<file path="src/rtl/cmdstream_pkg.sv">
package cmdstream_pkg;

  localparam int WORD_W  = 32;
  localparam int MADDR_W = 13;
  localparam int SUBCH_W = 3;
  localparam int COUNT_W = 11;
  localparam int DCNT_W  = 32;

  localparam logic [WORD_W-1:0] RET_WORD     = 32'h0002_0000;
  localparam logic [WORD_W-1:0] LJMP_MASK    = 32'hE000_0003;
  localparam logic [WORD_W-1:0] LJMP_MATCH   = 32'h2000_0000;
  localparam logic [WORD_W-1:0] HDR_MASK     = 32'hE003_0003;
  localparam logic [WORD_W-1:0] HDR_NONINC   = 32'h4000_0000;

  typedef enum logic [2:0] {
    ERR_NONE = 3'd0,
    ERR_CALL = 3'd1,
    ERR_RET  = 3'd2,
    ERR_RSVD = 3'd3,
    ERR_PROT = 3'd4
  } err_e;

  typedef enum logic [2:0] {
    CK_LJUMP, CK_JUMP, CK_CALL, CK_RET, CK_INC, CK_NONINC, CK_RSVD
  } cmd_kind_e;

  function automatic cmd_kind_e classify(input logic [WORD_W-1:0] w);
    if ((w & LJMP_MASK) == LJMP_MATCH) return CK_LJUMP;
    if (w[1:0] == 2'b01)               return CK_JUMP;
    if (w[1:0] == 2'b10)               return CK_CALL;
    if (w == RET_WORD)                 return CK_RET;
    if ((w & HDR_MASK) == '0)          return CK_INC;
    if ((w & HDR_MASK) == HDR_NONINC)  return CK_NONINC;
    return CK_RSVD;
  endfunction

  function automatic logic [WORD_W-1:0] branch_target(input logic [WORD_W-1:0] w,
                                                      input logic legacy);
    return legacy ? {3'b000, w[28:0]} : {w[31:2], 2'b00};
  endfunction

  function automatic logic [MADDR_W-1:0] hdr_maddr(input logic [WORD_W-1:0] w);
    return {w[MADDR_W-1:2], 2'b00};
  endfunction

  function automatic logic [SUBCH_W-1:0] hdr_subch(input logic [WORD_W-1:0] w);
    return w[15:13];
  endfunction

  function automatic logic [COUNT_W-1:0] hdr_count(input logic [WORD_W-1:0] w);
    return w[28:18];
  endfunction

  function automatic logic [MADDR_W-1:0] step_maddr(input logic [MADDR_W-1:0] a,
                                                    input logic nonincr);
    return nonincr ? a : a + MADDR_W'(4);
  endfunction

endpackage

</file>
<file path="src/rtl/cmd_classify.sv">
module cmd_classify
  import cmdstream_pkg::*;
(
  input  logic [WORD_W-1:0] word,
  output cmd_kind_e         kind,
  output logic [WORD_W-1:0] target
);
  always_comb begin
    kind   = classify(word);
    target = branch_target(word, kind == CK_LJUMP);
  end
endmodule

</file>
<file path="src/rtl/method_tracker.sv">
module method_tracker
  import cmdstream_pkg::*;
(
  input  logic               clk,
  input  logic               rst_n,
  input  logic               load,
  input  logic [WORD_W-1:0]  hdr_word,
  input  logic               load_nonincr,
  input  logic               step,
  output logic [MADDR_W-1:0] maddr,
  output logic [SUBCH_W-1:0] subch,
  output logic [COUNT_W-1:0] count,
  output logic               nonincr,
  output logic [DCNT_W-1:0]  dcount
);
  always_ff @(posedge clk) begin
    if (!rst_n) begin
      maddr   <= '0;
      subch   <= '0;
      count   <= '0;
      nonincr <= 1'b0;
      dcount  <= '0;
    end else if (load) begin
      maddr   <= hdr_maddr(hdr_word);
      subch   <= hdr_subch(hdr_word);
      count   <= hdr_count(hdr_word);
      nonincr <= load_nonincr;
      dcount  <= '0;
    end else if (step) begin
      maddr   <= step_maddr(maddr, nonincr);
      count   <= count - COUNT_W'(1);
      dcount  <= dcount + DCNT_W'(1);
    end
  end

  // a data step only happens with words left in the method
  p_step_needs_count_r7: assert property (@(posedge clk) disable iff (!rst_n)
    step |-> count != '0);

  // each accepted word removes exactly one from the count
  p_count_dec_r7: assert property (@(posedge clk) disable iff (!rst_n)
    step && !load |=> count == $past(count) - COUNT_W'(1));

  // incrementing methods move the address forward by one word
  p_addr_inc_r7: assert property (@(posedge clk) disable iff (!rst_n)
    step && !load && !nonincr |=> maddr == $past(maddr) + MADDR_W'(4));

  // a header clears the accepted-word counter
  p_load_clears_r6: assert property (@(posedge clk) disable iff (!rst_n)
    load |=> dcount == '0);
endmodule

</file>
<file path="src/rtl/cmdstream_decoder.sv">
module cmdstream_decoder
  import cmdstream_pkg::*;
#(
  parameter int MEM_AW = 10
) (
  input  logic               clk,
  input  logic               rst_n,
  input  logic               enable,
  input  logic               stall,
  input  logic [WORD_W-1:0]  put_ptr,
  input  logic [WORD_W-1:0]  buf_len,
  output logic               mem_rd_en,
  output logic [MEM_AW-1:0]  mem_rd_addr,
  input  logic [WORD_W-1:0]  mem_rd_data,
  output logic               m_valid,
  input  logic               m_ready,
  output logic [MADDR_W-1:0] m_addr,
  output logic [SUBCH_W-1:0] m_subch,
  output logic               m_nonincr,
  output logic [WORD_W-1:0]  m_data,
  output logic [WORD_W-1:0]  get_ptr,
  output logic [2:0]         err_code,
  output logic               suspended,
  output logic               sub_active,
  output logic [WORD_W-1:0]  hdr_shadow,
  output logic [WORD_W-1:0]  data_shadow,
  output logic [WORD_W-1:0]  jmp_shadow,
  output logic [DCNT_W-1:0]  data_count,
  output logic               busy
);
  localparam int WSTEP = WORD_W / 8;

  typedef enum logic [1:0] {ST_IDLE, ST_READ, ST_EMIT} st_e;

  st_e               state;
  logic [WORD_W-1:0] get_q, sub_ret_q, hdr_q, dat_q, jsh_q;
  logic              sub_act_q, susp_q;
  err_e              err_q;

  cmd_kind_e         kind;
  logic [WORD_W-1:0] target;
  logic [MADDR_W-1:0] trk_addr;
  logic [SUBCH_W-1:0] trk_subch;
  logic [COUNT_W-1:0] trk_count;
  logic               trk_nonincr;
  logic [DCNT_W-1:0]  trk_dcount;

  // named internal events
  logic go, out_of_range, fetch_fire, prot_fire;
  logic word_is_data, hdr_seen, hdr_load, emit_fire;
  logic [WORD_W-1:0] next_get;

  always_comb begin
    go           = (state == ST_IDLE) && enable && !stall && !susp_q && (get_q != put_ptr);
    out_of_range = get_q >= buf_len;
    fetch_fire   = go && !out_of_range;
    prot_fire    = go && out_of_range;
    word_is_data = (state == ST_READ) && (trk_count != '0);
    hdr_seen     = (state == ST_READ) && (trk_count == '0);
    hdr_load     = hdr_seen && ((kind == CK_INC) || (kind == CK_NONINC));
    emit_fire    = (state == ST_EMIT) && m_ready;
    next_get     = get_q + WORD_W'(WSTEP);
  end

  cmd_classify u_classify (
    .word   (mem_rd_data),
    .kind   (kind),
    .target (target)
  );

  method_tracker u_tracker (
    .clk          (clk),
    .rst_n        (rst_n),
    .load         (hdr_load),
    .hdr_word     (mem_rd_data),
    .load_nonincr (kind == CK_NONINC),
    .step         (emit_fire),
    .maddr        (trk_addr),
    .subch        (trk_subch),
    .count        (trk_count),
    .nonincr      (trk_nonincr),
    .dcount       (trk_dcount)
  );

  always_ff @(posedge clk) begin
    if (!rst_n) begin
      state     <= ST_IDLE;
      get_q     <= '0;
      sub_ret_q <= '0;
      sub_act_q <= 1'b0;
      hdr_q     <= '0;
      dat_q     <= '0;
      jsh_q     <= '0;
      susp_q    <= 1'b0;
      err_q     <= ERR_NONE;
    end else begin
      unique case (state)
        ST_IDLE: begin
          if (prot_fire) begin
            err_q  <= ERR_PROT;
            susp_q <= 1'b1;
          end else if (fetch_fire) begin
            state <= ST_READ;
          end
        end
        ST_READ: begin
          if (word_is_data) begin
            dat_q <= mem_rd_data;
            state <= ST_EMIT;
          end else begin
            hdr_q <= mem_rd_data;
            state <= ST_IDLE;
            unique case (kind)
              CK_LJUMP, CK_JUMP: begin
                jsh_q <= next_get;
                get_q <= target;
              end
              CK_CALL: begin
                if (sub_act_q) begin
                  err_q  <= ERR_CALL;
                  susp_q <= 1'b1;
                end else begin
                  sub_ret_q <= next_get;
                  sub_act_q <= 1'b1;
                  get_q     <= target;
                end
              end
              CK_RET: begin
                if (!sub_act_q) begin
                  err_q  <= ERR_RET;
                  susp_q <= 1'b1;
                  get_q  <= next_get;
                end else begin
                  get_q     <= sub_ret_q;
                  sub_act_q <= 1'b0;
                end
              end
              CK_INC, CK_NONINC: get_q <= next_get;
              default: begin
                err_q  <= ERR_RSVD;
                susp_q <= 1'b1;
                get_q  <= next_get;
              end
            endcase
          end
        end
        ST_EMIT: begin
          if (emit_fire) begin
            get_q <= next_get;
            state <= ST_IDLE;
          end
        end
        default: state <= ST_IDLE;
      endcase
    end
  end

  assign mem_rd_en   = fetch_fire;
  assign mem_rd_addr = get_q[MEM_AW+1:2];
  assign m_valid     = (state == ST_EMIT);
  assign m_addr      = trk_addr;
  assign m_subch     = trk_subch;
  assign m_nonincr   = trk_nonincr;
  assign m_data      = dat_q;
  assign get_ptr     = get_q;
  assign err_code    = err_q;
  assign suspended   = susp_q;
  assign sub_active  = sub_act_q;
  assign hdr_shadow  = hdr_q;
  assign data_shadow = dat_q;
  assign jmp_shadow  = jsh_q;
  assign data_count  = trk_dcount;
  assign busy        = (state != ST_IDLE);

  // no read while held off by the enable or stall inputs
  p_hold_no_read_r2: assert property (@(posedge clk) disable iff (!rst_n)
    (stall || !enable) |-> !mem_rd_en);

  // an idle decoder with nothing to do leaves get alone
  p_idle_get_stable_r2: assert property (@(posedge clk) disable iff (!rst_n)
    (!busy && (stall || !enable)) |=> $stable(get_ptr));

  // an offered word holds until it is taken
  p_offer_holds_r8: assert property (@(posedge clk) disable iff (!rst_n)
    (m_valid && !m_ready) |=> (m_valid && $stable(m_data) && $stable(m_addr)
                               && $stable(m_subch) && $stable(get_ptr)));

  // suspension is sticky and blocks reads
  p_susp_sticky_r11: assert property (@(posedge clk) disable iff (!rst_n)
    suspended |=> suspended);
  p_susp_no_read_r11: assert property (@(posedge clk) disable iff (!rst_n)
    suspended |-> !mem_rd_en);
  p_susp_has_err_r11: assert property (@(posedge clk) disable iff (!rst_n)
    $rose(suspended) |-> err_code != 3'd0);

  // a protection fault keeps get where it was
  p_prot_get_r3: assert property (@(posedge clk) disable iff (!rst_n)
    prot_fire |=> (get_ptr == $past(get_ptr)) && (err_code == 3'd4));
endmodule

</file>
<file path="config.mk">
export PLATFORM = sky130hd
export DESIGN_NAME = cmdstream_decoder
export DESIGN_NICKNAME = d
export VERILOG_FILES = /design/src/rtl/cmdstream_pkg.sv /design/src/rtl/cmd_classify.sv /design/src/rtl/method_tracker.sv /design/src/rtl/cmdstream_decoder.sv
export SDC_FILE = /design/constraint.sdc
export NUM_CORES = 1
export LEC_CHECK = 0
export ABC_CLOCK_PERIOD_IN_PS = 3250
export BUFFER_PORTS_ARGS = -buffer_cell sky130_fd_sc_hd__buf_2
export CORE_MARGIN = 5
export CORE_UTILIZATION = 53
export DETAILED_ROUTE_END_ITERATION = 8
export PLACE_DENSITY_LB_ADDON = 0.05
export SYNTH_ARGS = -nofsm -noshare
export SYNTH_HDL_FRONTEND = slang
export SYNTH_SLANG_ARGS = --single-unit
</file>
<file path="constraint.sdc">
create_clock -name clk -period 3.25 [get_ports clk]
set_clock_uncertainty 0.2 [all_clocks]
set_input_delay 0 -clock clk [delete_from_list [all_inputs] [get_ports clk]]
set_output_delay 0 -clock clk [all_outputs]
set_load 0.02 [all_outputs]
</file>
### After elaboration in Yosys (flattened, before gate mapping)

Cells that the tools add are included.

| word-level totals | value |
|---|---|
| register bits after elaboration | 227 |
| bits of input ports | 101 |
| output and inout bits | 227 |
| logic and storage cells | 147 |

| cells by class | value |
|---|---|
| add/subtract/negate cells | 4 |
| magnitude comparators | 1 |
| equality and inequality tests | 23 |
| mux-type cells | 64 |
| bitwise operators | 3 |
| reduce and logical (&&, ||, !) cells | 37 |

Operators with widths:

| operator | count |
|---|---|
| $mux 32 | 5 |
| $pmux 32 s3 | 1 |
| $pmux 32 s2 | 1 |
| $mux 3 | 17 |
| $mux 13 | 3 |
| $add 32x1->32 const B | 1 |
| $add 32x3->32 const B | 1 |
| $eq 32x18->1 const B | 1 |
| $ge 32x32->1 | 1 |
| $logic_not 32->1 | 1 |
| $ne 32x32->1 | 1 |
| $mux 1 | 25 |
| $mux 11 | 2 |
| $add 13x3->13 const B | 1 |
| $ne 2x2->1 const B | 6 |
| $reduce_and 3->1 | 4 |
| $logic_not 11->1 | 1 |
| $reduce_bool 11->1 | 1 |
| $sub 11x1->11 const B | 1 |
| $logic_and 1x1->1 | 10 |
| $reduce_bool 2->1 | 5 |
| $ne 3x3->1 const B | 3 |
| $pmux 3 s3 | 1 |
| $mux 2 | 4 |
| 22 further kinds | 35 |

### Longest topological paths before layout

| logic depth | value |
|---|---|
| depth in word-level cells | 29 |
| mapped depth | 11 |
| mapped depth without buffers | 9 |

### Modules after synthesis

From an unflattened synthesis, not the netlist that was laid out.

| second synthesis, totals | value |
|---|---|
| cells, all modules | 1,556 |
| area, all modules | 12,216.7 um^2 |

By module, submodules not included:

| module | times used | cells each | area an instance (um^2) | seq. area each (um^2) |
|---|---|---|---|---|
| cmdstream_decoder | 1 | 1,171 | 9,001.1 | 3,343.2 |
| method_tracker | 1 | 334 | 2,845.2 | 1,161.1 |
| cmd_classify | 1 | 51 | 370.4 | 0.0 |

### Worst setup path before layout

OpenSTA, ideal clock, no wires.

| timing | value |
|---|---|
| kind | register to register |
| start point | reg u_tracker.count[0] |
| end point | reg jsh_q[20], in the netlist jmp_shadow[20] |
| setup time | 0.132 ns |
| arrival | 2.640 ns |
| required time | 2.918 ns |
| path slack | 0.277 ns |
| stages on the path, launching flop included | 12 |
| path buffers | 3 |
| clock period less this slack | 2.973 ns |
| cells stage by stage | dfxtp_1 inv_1 ha_1 or4b_4 or2_4 or4_4 clkbuf_1 or2_2 buf_2 buf_2 nand2_1 a21oi_1 |

| on the way | value |
|---|---|
| word-level cells in the longest chain between the ends | 4 |

RTL lines:

| item | RTL line | text |
|---|---|---|
| start: declaration | method_tracker.sv:12 | `output logic [COUNT_W-1:0] count,` |
| start signal: assignment | method_tracker.sv:26 | `count <= hdr_count(hdr_word);` |
| start signal: assignment | method_tracker.sv:31 | `count <= count - COUNT_W'(1);` |
| $reduce_bool 11->1 | cmdstream_decoder.sv:58 | `word_is_data = (state == ST_READ) && (trk_count != '0);` |
| $logic_and 1x1->1 | cmdstream_decoder.sv:58 |  |
| $not 1->1 (no source line) | n/a |  |
| $reduce_and 3->1 (no source line) | n/a |  |
| end signal: assignment | cmdstream_decoder.sv:115 | `jsh_q <= next_get;` |
| end: declaration | cmdstream_decoder.sv:36 | `logic [WORD_W-1:0] get_q, sub_ret_q, hdr_q, dat_q, jsh_q;` |

No other way between the ends.
A chain may end at the register's enable or synchronous reset.

### Worst setup path in the final report

| timing | value |
|---|---|
| start point | reg u_tracker.count[0] |
| end point | reg u_tracker.count[4] |

| on the way | value |
|---|---|
| word-level cells in the longest chain between the ends | 4 |
| elaborated cells between the ends (all ways) | 7 |
| those cells by class | add/sub: 1; mux: 2; reduce/logical: 4 |

RTL lines:

| item |
|---|
| parallel branches: the longest is 4 deep, another holds $sub 11x1->11 |

Several ways; the timed one is not identified. The select of a mux whose other input is x is not followed.

==> results by group <==
Run status
  – Result of the run: completed

Setup path
  – Crit start category: flip-flop
  – Length in cells of the worst reg-to-reg path: 9
  – Category of the most critical setup path: reg2reg
  – Type of destination of the critical path: flip-flop
  – Minimum setup slack among reg-to-reg paths: about 0.14 ns
  – Slowest library cell on the worst path: or4b_4
  – Cells along the critical path: inv_1 -> ha_1 -> or4b_4 -> or2_4 -> or4_4 -> or2_4 -> a2111oi_4 -> o221ai_1 -> a21oi_1
  – CP Max Fanout: 8
  – Crit-path max cell delay: 0.51 ns
  – Dominant cell type by count on the critical path: or2_4
  – Worst EP required: about 3.5 ns
  – Reg-to-Reg Start: u_tracker.count[0]
  – Worst EP arrival: approximately 3.4 ns
  – Critical Path Source: u_tracker.count[0]

Power and ir drop
  – Static leakage power: approximately 6.6 nW
  – Power density of the placed cells: between 400 and 500 mW/mm^2
  – Overall Power: 6.59 mW
  – Highest ir drop seen on vdd: 0.361 mV

Placement
  – Input/output buffers: 325
  – Total placed cells including tap cells: 1997
  – Detailed placer's ending HPWL: slightly below 30000 um
  – Weighted congestion reported at the end of routability-driven placement: 0.931

Die
  – Number of cell rows: 53
  – Core region area: 0.0212 sq mm
  – DIE AREA: 0.0246 sq mm
  – Die extent in x: approximately 160 um
  – Starting density of the core: 54.1%
  – Count of boundary I/O pins: 328
  – Die extent in y: about 160 um

Drt
  – Routed wirelength normalized by instance count: slightly below 20 um
  – First-pass DRT Iterations: 5
  – Via Count: around 12000
  – DRC: 0
  – Number of routed nets with antenna violations: 0
  – Iter 0 DRT Violations: 1061
  – WL final: 40700 um
  – Ratio of routed vias to standard cells: 5.66

Global routing
  – First-pass GRT wire length: 60300 um
  – Initial antenna violation count: 0
  – Vias in the first global route: 10800
  – All-Layer GR Usage: about 31%
  – Global route total overflow: 0
  – Pin count of the biggest net entering global routing: between 50 and 60

Min path
  – Startpoint of the most critical hold path: buf_len[31]
  – Path type of the worst min-delay path: in2reg
  – Hold Path Stages: 7

Timing
  – Slew Viols, Final: 0
  – Achievable frequency: 0.322 GHz
  – Setup violators final: 0
  – Number of endpoints with negative hold slack in the final report: 0
  – Worst rel slew slack: 45.2%
  – Min Tclk post-route: 3.11 ns
  – Pin slew with the least headroom to its limit: 0.821 ns
  – Final clock period utilization by the worst path: 95.6%
  – Final setup TNS: 0 ns

Final layout
  – Post-synthesis to final-layout area growth: 27.0%
  – Fill cell count: 1846
  – Number of nets in the layout: 1923
  – # diodes: 0
  – Utilization after layout: 68.7%
  – Share of post-route cells with drive strength above 1: around a quarter
  – Most frequent standard cell in the layout excluding fill and tap cells: buf_2
  – Final non-filler cell total: slightly above 2000
  – Commonest cells after routing, fill and taps aside: buf_2, nand2_1, dfxtp_1

Yosys
  – Warnings, synthesis: 0
  – Dominant synthesized flop cell: dfxtp_1
  – Number of cells produced by synthesis: roughly 1500
  – Avg Cell Area, Syn: 7.82 sq um
  – Number of distinct library cells after synthesis: 69
  – Netlist area before placement: 0.0114 sq mm
  – Post-synthesis register bit count: 225
  – Part of the Yosys area used for sequential elements: between 30% and 40%
  – Async SR Flop Fraction: 0%
  – EDFF count, synth: 0

Clock tree
  – Root cell of the clock tree: clkbuf_16
  – Clock tree buffer depth: 3
  – Clock transition at the registers of the reported paths: ~0.060 ns
  – Maximum level of the CTS H-tree: 1
  – Clk Latency, worst-skew pair: 0.53 ns
  – Clock tree from TritonCTS: yes
  – Clock buffers created by TritonCTS: 25
  – Total clock sinks: 225

Run
  – Max-cap violation count: 0
==> where the power goes <==
group          internal [mW]  switching (mW)  total, mW
Clock                   1.79            1.18       2.97
Combinational          0.281           0.497      0.778
Sequential              2.80          0.0398       2.84
==> metal layers <==
layer  vias up  GRT usage [%]  wire length (um)
li1       5624              -                 -
met1      5459           40.1             16700
met2       584           50.6             18700
met3        99           7.34              3860
met4         0           10.9              1440
met5         -              0                 0
==> path summary, 6_finish.rpt <==
kind                                      endpoint
worst max-delay path            u_tracker.count[4]
worst min-delay path                      state[0]
worst max register to register  u_tracker.count[4]
worst min register to register       sub_ret_q[25]
==> state kept, by name, summed over array words and instances, names as in the netlist, 2 cells and up <==
register / cells
u_tracker.maddr: 11
hdr_shadow: 32
sub_ret_q: 32
u_tracker.subch: 3
err_code: 3
u_tracker.dcount: 32
get_ptr: 32
jmp_shadow: 32
data_shadow: 32
u_tracker.count: 11
state: 2
==> stage by stage <==
stage,cell area [sq um],setup WS [ns],hold slack (ns)
after floorplan,11500,0.277,-0.0640
after global placement,13300,0.137,0.102
after detailed placement,13300,0.0626,0.110
after CTS,14500,0.0526,0.0459
after global routing,14500,-0.0220,0.0601
final,14500,0.142,0.0441
==> cells in the mapped netlist (3+ instances only) <==
cell type	count	area share, %
or2_2	6	0.33
nor4_1	19	1.0
o21a_1	4	0.26
and3_1	14	0.76
nand2b_1	19	1.0
a21oi_1	177	7.7
xnor2_1	31	2.4
or3_1	7	0.38
nor4b_1	5	0.38
o21ai_0	44	1.9
a22oi_1	5	0.33
inv_1	47	1.5
a22o_1	3	0.23
mux2_2	7	0.69
clkbuf_1	72	2.4
buf_2	9	0.39
nand4_1	23	1.3
nor2b_1	3	0.16
o2111ai_1	3	0.23
a211oi_1	21	1.4
dfxtp_1	225	39
and4_1	7	0.54
xor2_1	77	5.9
nand3_1	28	1.2
a221oi_1	12	0.92
o22ai_1	7	0.38
ha_1	36	3.9
a31oi_1	6	0.33
nor3b_1	3	0.20
o211ai_1	15	0.98
nand2_1	300	9.8
mux2i_1	4	0.35
a21o_1	8	0.52
nor2_1	99	3.2
nor3_1	20	0.87
o31ai_1	5	0.33
and2_1	4	0.22
or4_1	3	0.20
buf_1	7	0.23
buf_4	46	3.0
==> critical path: cells and delay by family, from the launching register on <==
kind | cells | cell delay [ns]
AND/OR/NAND/NOR | 4 | 1.59
buffers and inverters | 1 | 0.06
AO/OA/AOI/OAI | 3 | 0.69
adder cells (fa/ha/maj) | 1 | 0.18
flip-flops | 1 | 0.33
==> logic make-up after synthesis <==
logic type      after synthesis  synth area share, %
simple gates                568                 22.4
compound gates              332                 17.3
flops                       225                 39.3
buf+inv                     183                 7.67
xor+xnor                    108                 8.26
fa+ha+maj                    36                 3.93
mux                          11                 1.04
other cells                   1               0.0328
==> final cells by class <==
cell class              count  area (sq um)  area share, %
clock buffers              33           716           4.92
clock inverters            12           153           1.05
inverters                  48           183           1.26
multi-input cells        1057          6110           42.0
flip-flops and latches    225          4510           31.0
well taps                 275           344           2.37
repair buffers            429          2520           17.4
==> timing repair <==
action                                  in CTS  in global routing
resized for setup                            0                  5
hold endpoints to repair                   169                  0
hold buffers                                37                  0
setup buffers                                0                  0
endpoints found under the setup margin       0                 14
Note: power is estimated with default switching activity, not from simulation.
